--- src/rtl/clkdiv_pkg.sv ---
package clkdiv_pkg;

   // Legalise a requested ratio onto the supported set.
   function automatic int unsigned snap_ratio(input int unsigned req,
                                              input int unsigned lo,
                                              input int unsigned hi_direct,
                                              input int unsigned hi_snap);
      if (req < lo)
         return lo;
      else if (req > hi_direct)
         return hi_snap;
      else
         return req;
   endfunction

endpackage

--- src/rtl/clkdiv_regs.sv ---
module clkdiv_regs #(
   parameter int unsigned ADDR_W      = 4,
   parameter int unsigned DATA_W      = 32,
   parameter int unsigned RATIO_W     = 6,
   parameter int unsigned CTRL_ADDR   = 0,
   parameter int unsigned RATIO_ADDR  = 8,
   parameter int unsigned ARM_BIT     = 1,
   parameter int unsigned TRIG_BIT    = 8,
   parameter int unsigned EN_BIT      = 25,
   parameter int unsigned STAGE_LSB   = 8,
   parameter int unsigned ACTIVE_LSB  = 16,
   parameter int unsigned PEND_BIT    = 31,
   parameter int unsigned RESET_RATIO = 4
) (
   input  logic               clk,
   input  logic               rst_n,
   input  logic [ADDR_W-1:0]  addr,
   input  logic               wr_en,
   input  logic [DATA_W-1:0]  wr_data,
   output logic [DATA_W-1:0]  rd_data,
   input  logic [RATIO_W-1:0] active_ratio,
   input  logic               pending,
   output logic [RATIO_W-1:0] staged,
   output logic               out_en,
   output logic               reload_req
);
   localparam logic [DATA_W-1:0] CTRL_RESET = DATA_W'(1) << EN_BIT;

   generate
      if (EN_BIT >= DATA_W || ARM_BIT >= DATA_W || TRIG_BIT >= DATA_W)
         $error("control bit position outside the data word");
      if (STAGE_LSB + RATIO_W > ACTIVE_LSB || ACTIVE_LSB + RATIO_W > PEND_BIT)
         $error("ratio word fields overlap");
      if (PEND_BIT >= DATA_W)
         $error("pending bit outside the data word");
      if (CTRL_ADDR == RATIO_ADDR || RATIO_ADDR >= (1 << ADDR_W))
         $error("register addresses clash or do not fit");
   endgenerate

   logic [DATA_W-1:0]  ctrl_q;
   logic [RATIO_W-1:0] stage_q;

   wire ctrl_hit  = (addr == ADDR_W'(CTRL_ADDR));
   wire ratio_hit = (addr == ADDR_W'(RATIO_ADDR));

   always_ff @(posedge clk) begin
      if (!rst_n) begin
         ctrl_q  <= CTRL_RESET;
         stage_q <= RATIO_W'(RESET_RATIO);
      end else if (wr_en) begin
         if (ctrl_hit)
            ctrl_q <= wr_data;
         if (ratio_hit)
            stage_q <= wr_data[STAGE_LSB +: RATIO_W];
      end
   end

   assign reload_req = wr_en && ctrl_hit && wr_data[ARM_BIT] && wr_data[TRIG_BIT];
   assign staged     = stage_q;
   assign out_en     = ctrl_q[EN_BIT];

   always_comb begin
      rd_data = '0;
      if (ctrl_hit) begin
         rd_data = ctrl_q;
      end else if (ratio_hit) begin
         rd_data[STAGE_LSB +: RATIO_W]  = stage_q;
         rd_data[ACTIVE_LSB +: RATIO_W] = active_ratio;
         rd_data[PEND_BIT]              = pending;
      end
   end

   // a request needs arm and reload in one control write
   a_r3_req_needs_both: assert property (@(posedge clk) disable iff (!rst_n)
      reload_req |-> (wr_data[ARM_BIT] && wr_data[TRIG_BIT] && ctrl_hit));

endmodule

--- src/rtl/clkdiv_core.sv ---
module clkdiv_core
   import clkdiv_pkg::*;
#(
   parameter int unsigned RATIO_W     = 6,
   parameter int unsigned MIN_RATIO   = 4,
   parameter int unsigned MAX_DIRECT  = 6,
   parameter int unsigned SNAP_RATIO  = 8,
   parameter int unsigned RESET_RATIO = 4
) (
   input  logic               clk,
   input  logic               rst_n,
   input  logic               reload_req,
   input  logic [RATIO_W-1:0] staged,
   output logic [RATIO_W-1:0] active,
   output logic [RATIO_W-1:0] cnt,
   output logic               pending
);
   generate
      if (MIN_RATIO < 2)
         $error("ratios below 2 cannot give a high and a low phase");
      if (SNAP_RATIO >= (1 << RATIO_W) || SNAP_RATIO <= MAX_DIRECT)
         $error("snap ratio must exceed the direct range and fit the field");
      if (RESET_RATIO < MIN_RATIO || RESET_RATIO > MAX_DIRECT)
         $error("reset ratio must be a directly supported ratio");
   endgenerate

   logic [RATIO_W-1:0] cnt_q, active_q, pend_ratio_q;
   logic               pend_q;
   logic [RATIO_W-1:0] snapped;

   assign snapped = RATIO_W'(snap_ratio(32'(staged), MIN_RATIO, MAX_DIRECT, SNAP_RATIO));

   wire last = (cnt_q == active_q - RATIO_W'(1));

   always_ff @(posedge clk) begin
      if (!rst_n) begin
         cnt_q        <= '0;
         active_q     <= RATIO_W'(RESET_RATIO);
         pend_ratio_q <= RATIO_W'(RESET_RATIO);
         pend_q       <= 1'b0;
      end else begin
         cnt_q <= last ? '0 : cnt_q + RATIO_W'(1);
         if (reload_req) begin
            // newest request wins; it is applied at a later boundary
            pend_q       <= 1'b1;
            pend_ratio_q <= snapped;
         end else if (last && pend_q) begin
            active_q <= pend_ratio_q;
            pend_q   <= 1'b0;
         end
      end
   end

   assign active  = active_q;
   assign cnt     = cnt_q;
   assign pending = pend_q;

   // divider only ever runs at a supported ratio
   a_r4_ratio_legal: assert property (@(posedge clk) disable iff (!rst_n)
      (active_q >= RATIO_W'(MIN_RATIO)) &&
      ((active_q <= RATIO_W'(MAX_DIRECT)) || (active_q == RATIO_W'(SNAP_RATIO))));

   // ratio changes only where a period ended
   a_r5_switch_at_boundary: assert property (@(posedge clk) disable iff (!rst_n)
      !$stable(active_q) |-> $past(last));

   // pending drops exactly when its ratio is installed
   a_r5_pend_clears_at_boundary: assert property (@(posedge clk) disable iff (!rst_n)
      $fell(pend_q) |-> ($past(last) && active_q == $past(pend_ratio_q)));

   // pending only rises from a request
   a_r3_pend_needs_req: assert property (@(posedge clk) disable iff (!rst_n)
      $rose(pend_q) |-> $past(reload_req));

endmodule

--- src/rtl/clkdiv_out.sv ---
module clkdiv_out #(
   parameter int unsigned RATIO_W = 6,
   parameter bit          OUT_REG = 1'b1
) (
   input  logic               clk,
   input  logic               rst_n,
   input  logic               out_en,
   input  logic [RATIO_W-1:0] cnt,
   input  logic [RATIO_W-1:0] active,
   output logic               div_clk
);
   logic high_phase;
   assign high_phase = out_en && (cnt < (active >> 1));

   generate
      if (OUT_REG) begin : g_reg
         logic out_q;
         always_ff @(posedge clk) begin
            if (!rst_n)
               out_q <= 1'b0;
            else
               out_q <= high_phase;
         end
         assign div_clk = out_q;

         // a cleared enable forces the output low one cycle later
         a_r7_off_when_disabled: assert property (@(posedge clk) disable iff (!rst_n)
            !out_en |=> !div_clk);
      end else begin : g_comb
         assign div_clk = high_phase;
      end
   endgenerate

endmodule

--- src/rtl/clkdiv_reload.sv ---
module clkdiv_reload #(
   parameter int unsigned ADDR_W      = 4,
   parameter int unsigned DATA_W      = 32,
   parameter int unsigned RATIO_W     = 6,
   parameter int unsigned FIELD_BIT   = 1,
   parameter int unsigned EN_SHIFT    = 24,
   parameter int unsigned TRIG_BIT    = 8,
   parameter int unsigned RATIO_ADDR  = 8,
   parameter int unsigned STAGE_LSB   = 8,
   parameter int unsigned MIN_RATIO   = 4,
   parameter int unsigned MAX_DIRECT  = 6,
   parameter int unsigned SNAP_RATIO  = 8,
   parameter int unsigned RESET_RATIO = 4,
   parameter bit          OUT_REG     = 1'b1
) (
   input  logic              clk,
   input  logic              rst_n,
   input  logic [ADDR_W-1:0] addr,
   input  logic              wr_en,
   input  logic [DATA_W-1:0] wr_data,
   output logic [DATA_W-1:0] rd_data,
   output logic              div_clk
);
   localparam int unsigned EN_BIT     = FIELD_BIT + EN_SHIFT;
   localparam int unsigned ACTIVE_LSB = STAGE_LSB + 8;
   localparam int unsigned PEND_BIT   = DATA_W - 1;

   logic [RATIO_W-1:0] staged, active, cnt;
   logic               pending, out_en, reload_req;

   clkdiv_regs #(
      .ADDR_W(ADDR_W), .DATA_W(DATA_W), .RATIO_W(RATIO_W),
      .CTRL_ADDR(0), .RATIO_ADDR(RATIO_ADDR),
      .ARM_BIT(FIELD_BIT), .TRIG_BIT(TRIG_BIT), .EN_BIT(EN_BIT),
      .STAGE_LSB(STAGE_LSB), .ACTIVE_LSB(ACTIVE_LSB), .PEND_BIT(PEND_BIT),
      .RESET_RATIO(RESET_RATIO)
   ) u_regs (
      .clk(clk), .rst_n(rst_n), .addr(addr), .wr_en(wr_en),
      .wr_data(wr_data), .rd_data(rd_data),
      .active_ratio(active), .pending(pending),
      .staged(staged), .out_en(out_en), .reload_req(reload_req)
   );

   clkdiv_core #(
      .RATIO_W(RATIO_W), .MIN_RATIO(MIN_RATIO), .MAX_DIRECT(MAX_DIRECT),
      .SNAP_RATIO(SNAP_RATIO), .RESET_RATIO(RESET_RATIO)
   ) u_core (
      .clk(clk), .rst_n(rst_n), .reload_req(reload_req), .staged(staged),
      .active(active), .cnt(cnt), .pending(pending)
   );

   clkdiv_out #(
      .RATIO_W(RATIO_W), .OUT_REG(OUT_REG)
   ) u_out (
      .clk(clk), .rst_n(rst_n), .out_en(out_en), .cnt(cnt),
      .active(active), .div_clk(div_clk)
   );

endmodule

--- config.mk ---
export PLATFORM = sky130hd
export DESIGN_NAME = clkdiv_reload
export DESIGN_NICKNAME = d
export VERILOG_FILES = /design/src/rtl/clkdiv_pkg.sv /design/src/rtl/clkdiv_regs.sv /design/src/rtl/clkdiv_core.sv /design/src/rtl/clkdiv_out.sv /design/src/rtl/clkdiv_reload.sv
export SDC_FILE = /design/constraint.sdc
export NUM_CORES = 1
export LEC_CHECK = 0
export ABC_AREA = 0
export BUFFER_PORTS_ARGS = -buffer_cell sky130_fd_sc_hd__clkbuf_2
export CORE_MARGIN = 2
export CORE_UTILIZATION = 50
export CTS_CLUSTER_DIAMETER = 60
export CTS_CLUSTER_SIZE = 8
export DETAILED_ROUTE_END_ITERATION = 10
export HOLD_SLACK_MARGIN = 0.06
export PLACE_DENSITY = 0.81
export SYNTH_ARGS = -nofsm -noshare
export SYNTH_HDL_FRONTEND = slang
export SYNTH_SLANG_ARGS = --single-unit
--- constraint.sdc ---
create_clock -name clk -period 3.9 [get_ports clk]
set_input_delay 0.195 -clock clk [delete_from_list [all_inputs] [get_ports clk]]
set_output_delay 0.195 -clock clk [all_outputs]
set_load 0.05 [all_outputs]
# After elaboration in Yosys (flattened, before gate mapping)
# Index checks and enable logic that the tools add are counted.
classes:
  n_mux: 13
  n_bitwise: 2
  add_sub_neg: 2
  n_reduce_logical: 11
  n_eq_ne: 2
  n_lt_le_gt_ge: 3
op_table:
  columns: ["op", "count"]
  rows:
  - ["6-bit 2-to-1 mux", 6]
  - ["9-bit 2-to-1 mux", 1]
  - ["8-bit 2-to-1 mux", 1]
  - ["6-bit by 1-bit adder with 6-bit output (second input constant)", 1]
  - ["6-bit equality test", 1]
  - ["6-bit by 3-bit > comparator with 1-bit output (second input constant)", 1]
  - ["6-bit by 3-bit less-than comparator with 1-bit output (second input constant)", 1]
  - ["6-bit by 5-bit less-than comparator with 1-bit output", 1]
  - ["2-bit AND reduction", 3]
  - ["6-bit by 1-bit subtractor with 6-bit output (second input constant)", 1]
  - ["1-bit logical AND", 5]
  - ["4-bit equality test (second input constant)", 1]
  - ["4-bit zero test", 1]
  - ["1-bit 2-to-1 mux", 4]
  - ["2-bit 2-to-1 mux", 1]
  - ["1-bit NOT", 2]
  - ["2-bit nonzero test", 1]
  - ["2-bit OR reduction", 1]
word_totals:
  ff_bits: 58
  word_cells: 40

# Depth between registers and ports, before layout
depth:
  word_depth: 6
  ltp_mapped: 7
  mapped_depth_nobuf: 7

# Cells and area by module
# From an unflattened synthesis, not the netlist that was laid out.
unflattened:
  hier_cells: 315
  area_unflattened_um2: 2851.5
by_module_without_submodules:
  columns: ["mod", "area_each_um2", "cells_each", "n_inst", "seq_area_each_um2"]
  rows:
  - ["clkdiv_regs", 1801.7, 202, 1, 760.7]
  - ["clkdiv_core", 915.9, 97, 1, 380.4]
  - ["clkdiv_out", 133.9, 16, 1, 20.0]

# Least setup slack after synthesis
# No wires, ideal clock.
synth_timing:
  path_type: "register to register"
  from: "reg u_core.active_q[0] (netlist: u_core.active[0])"
  to: "reg u_core.active_q[0] (netlist: u_core.active[0])"
  required_ns: 3.828
  stages_incl_launch_ff: 8
  arrival_time_ns: 1.795
  path_slack_ns: 2.033
  setup_time_ns: 0.072
  path_buffers: 0
  cell_sequence: "dfxtp_1 -> inv_1 -> ha_1 -> o21ba_1 -> a221oi_2 -> a41oi_2 -> nor3_4 -> mux2i_1"
synth_between:
  elab_chain_cells: 4
synth_lines:
  columns: ["item", "line", "rtl"]
  rows:
  - ["start: declaration", "clkdiv_core.sv:27", "logic [RATIO_W-1:0] cnt_q, active_q, pend_ratio_q;"]
  - ["start signal: assignment", "clkdiv_core.sv:38", "active_q <= RATIO_W'(RESET_RATIO);"]
  - ["start signal: assignment", "clkdiv_core.sv:48", "active_q <= pend_ratio_q;"]
  - ["6-bit by 1-bit subtractor with 6-bit output", "clkdiv_core.sv:33", "wire last = (cnt_q == active_q - RATIO_W'(1));"]
  - ["6-bit equality test", "clkdiv_core.sv:33", null]
  - ["1-bit logical AND", "clkdiv_core.sv:47", "end else if (last && pend_q) begin"]
  - ["2-bit AND reduction (no line)", null, null]
# Every way passes these cells.
# A chain may end at the register's enable or synchronous reset.

# Worst setup path in the final report
# Ends and elaborated chain as after synthesis.

==> impl_metrics.env <==
export IMPL_cellLeakagePower_nw=1.35
export IMPL_synth_common_cells="nand2_1, dfxtp_1, a21boi_0, and2_1"
export IMPL_grt_max_degree=59
export IMPL_rsz0062_at_grt="false"
export IMPL_drt_initial_drc_count=98
export IMPL_ff2ff_path_depth=7
export IMPL_placed_cell_area_um2=3120
export IMPL_synthFlopType="dfxtp_1"
export IMPL_cts_sinks=58
export IMPL_finalSetupViolations=0
export IMPL_coreArea_um2=5440
export IMPL_power_mw=1.18
export IMPL_required_ns=4.16
export IMPL_fmax_mhz=469
export IMPL_io_pins=72
export IMPL_fin_nets=424
export IMPL_hold_path_class="in2reg"
export IMPL_slowest_stage="dfxtp_1"
export IMPL_layout_filler_cells=496
export IMPL_worstSetupStartpoint="u_core.active[0]"
export IMPL_routed_wl_mm=5.97
export IMPL_numCtsBuffers=9
export IMPL_place_gp_congestion=0.702
export IMPL_antenna_found_initial=0
export IMPL_crit_buf_inv=1
export IMPL_ys_ff_latch=58
export IMPL_yosys_top_cells_area="dfxtp_1, nand2_1, a21boi_0"
export IMPL_crit_family="compound AO/OA/AOI/OAI gates"
export IMPL_synth_edf_count=0
export IMPL_irDropWorstVdd_v=0.000226
export IMPL_diodes=0
export IMPL_syn2layout_area_growth_pct=18.9
export IMPL_rr_startpoint="u_core.active[0]"
export IMPL_cp_arrival_ns=2.39
export IMPL_crit_cells=7
export IMPL_syn_area_per_cell_um2=8.75
export IMPL_max_cap_violations=0
export IMPL_grt_pass1_vias=2295
export IMPL_slew_headroom=0.225
export IMPL_holdBufCountCts=0
export IMPL_dieArea_um2=6140
export IMPL_htreeDepth=3
export IMPL_io_buffers=71
export IMPL_fin_setup_tns_ns=0
export IMPL_cp_max_fo=6
export IMPL_run_status="finished clean"
export IMPL_clk_pin_slew_ns=0.06
export IMPL_rows=27
export IMPL_final_cells=456
export IMPL_track_usage=0.213
export IMPL_synth_fp_nets=361
export IMPL_start_util=0.508
export IMPL_postRouteAntennaNets=0
export IMPL_routedWlPerCell_um=13.1
export IMPL_drc_errors=0
export IMPL_layout_drive_gt1_share=0.250
export IMPL_hold_depth=3
export IMPL_hold_viol=0
export IMPL_route_vias_total=2353
export IMPL_dp_cells=440
export IMPL_critical_path_class="reg2reg"
export IMPL_postLayoutCellArea_um2=3290
export IMPL_slew_violations=0
export IMPL_yosys_area_top_type_share=0.420
export IMPL_die_w_um=78.4
export IMPL_viasPerCell=5.16
export IMPL_die_height_um=78.4
export IMPL_path_cells="inv_1, ha_1, o21ba_1, a221oi_2, a41oi_2, nor3_4, mux2i_1"
export IMPL_post_route_util=0.605
export IMPL_worstMarginPinSlew_ns=1.16
export IMPL_hold_start="wr_data[25]"
export IMPL_cts_tree="done"
export IMPL_fin_skew_ns=0.00570
export IMPL_post_dp_hpwl_mm=4.03
export IMPL_endpoint_kind="register"
export IMPL_yosysUniqueCellTypes=42
export IMPL_period_minus_slack_ns=2.13
export IMPL_async_reset_ff_frac=0
export IMPL_power_density_nw_per_um2=358
export IMPL_post_cts_buffers=0
export IMPL_cts_resized=0
export IMPL_yosysTopAreaCell="dfxtp_1"
export IMPL_cts_path_max_buffers=2
export IMPL_grt_ovfl_total=0
export IMPL_grt_pass1_wl_mm=10.4
export IMPL_max_stage_delay_ns=0.45
export IMPL_clock_latency_ns=0.33
export IMPL_yosysWarnings=0
export IMPL_fin_crit_sh=0.547
export IMPL_yosysMostFrequentCell="nand2_1"
export IMPL_synthesis_area_um2=2770
export IMPL_ys_seq_area_frac=0.420
export IMPL_root_buffer="clkbuf_8"
export IMPL_worstSetupStartpointType="register"
export IMPL_syn_inst=316
export IMPL_drt_first_pass_iters=4
## power breakdown
part	leakage, nW	total, mW	switching [mW]	internal (mW)
Sequential	0.469	0.613	0.00933	0.603
Combinational	0.797	0.0943	0.0529	0.0414
Clock	0.0872	0.470	0.225	0.245
Total	1.35	1.18	0.287	0.890
## state kept, by name (all words and copies together), names as in the netlist
register             cells
u_core.cnt               6
u_core.pend_ratio_q      6
u_regs.staged            6
u_core.active            6
u_core.pending           1
u_regs.ctrl_q           32
u_out.div_clk            1
## path summary, 6_finish.rpt
check        slack [ns]                     end
min reg2reg        0.45  u_core.pend_ratio_q[2]
min                0.08       u_regs.ctrl_q[25]
max                1.77        u_core.active[0]
max reg2reg        1.77        u_core.active[0]
## area by class of cell
type                    count  area [um2]  share of cell area
multi-input cells         229        1470               0.448
clock inverters             3        15.0             0.00457
repair buffers             73         370               0.113
well taps                  72        90.1              0.0274
clock buffers              13         149              0.0453
inverters                   8        30.0             0.00913
flip-flops and latches     58        1160               0.353
## cell families (layout without fill, tap and decap cells)
group,count (synthesis),after routing,share of synthesized area
and+or+nand+nor,141,141,0.255
AOI/OAI and AO/OA,65,65,0.189
DFF,58,58,0.420
buffers and inverters,29,97,0.0498
xor gates and xnor gates,11,11,0.0376
adders and majority gates,6,6,0.0271
muxes,6,6,0.0217
## stage by stage
stage	setup slack, ns	hold WS [ns]
final	1.77	0.0784
after detailed placement	1.63	0.419
after floorplan	2.03	0.319
after global routing	1.56	0.0745
after CTS	1.74	0.0677
after global placement	1.73	0.414
## metal layers
metal	wire length, um	global-route usage
met5	0	0
met4	100	0.111
met3	345	0.0506
met2	2840	0.364
met1	2680	0.249
## worst min-delay path, cell delays in order
cell and delay (ns):
clkbuf_2 0.08, nand2_1 0.04, nand3_1 0.06
## layout by cell type (no fill, tap or decap), types with 2 or more instances in the layout
master / netlist / layout
nand2_1: 83 / 83
clkbuf_2: 0 / 71
dfxtp_1: 58 / 58
a21boi_0: 27 / 27
and2_1: 20 / 20
a22o_1: 12 / 12
nand3_1: 12 / 12
a21boi_1: 10 / 10
clkbuf_8: 0 / 10
inv_1: 8 / 8
nor2_1: 8 / 8
xnor2_1: 6 / 6
mux2i_1: 6 / 6
ha_1: 6 / 6
xor2_1: 4 / 4
a21o_1: 4 / 4
a21oi_1: 3 / 3
and3_1: 3 / 3
clkinv_2: 0 / 3
clkbuf_1: 11 / 3
nand2b_1: 2 / 2
a32oi_1: 2 / 2
nor2b_1: 2 / 2
and2b_1: 2 / 2
buf_4: 1 / 2
Power figures use the tool's default switching activity.
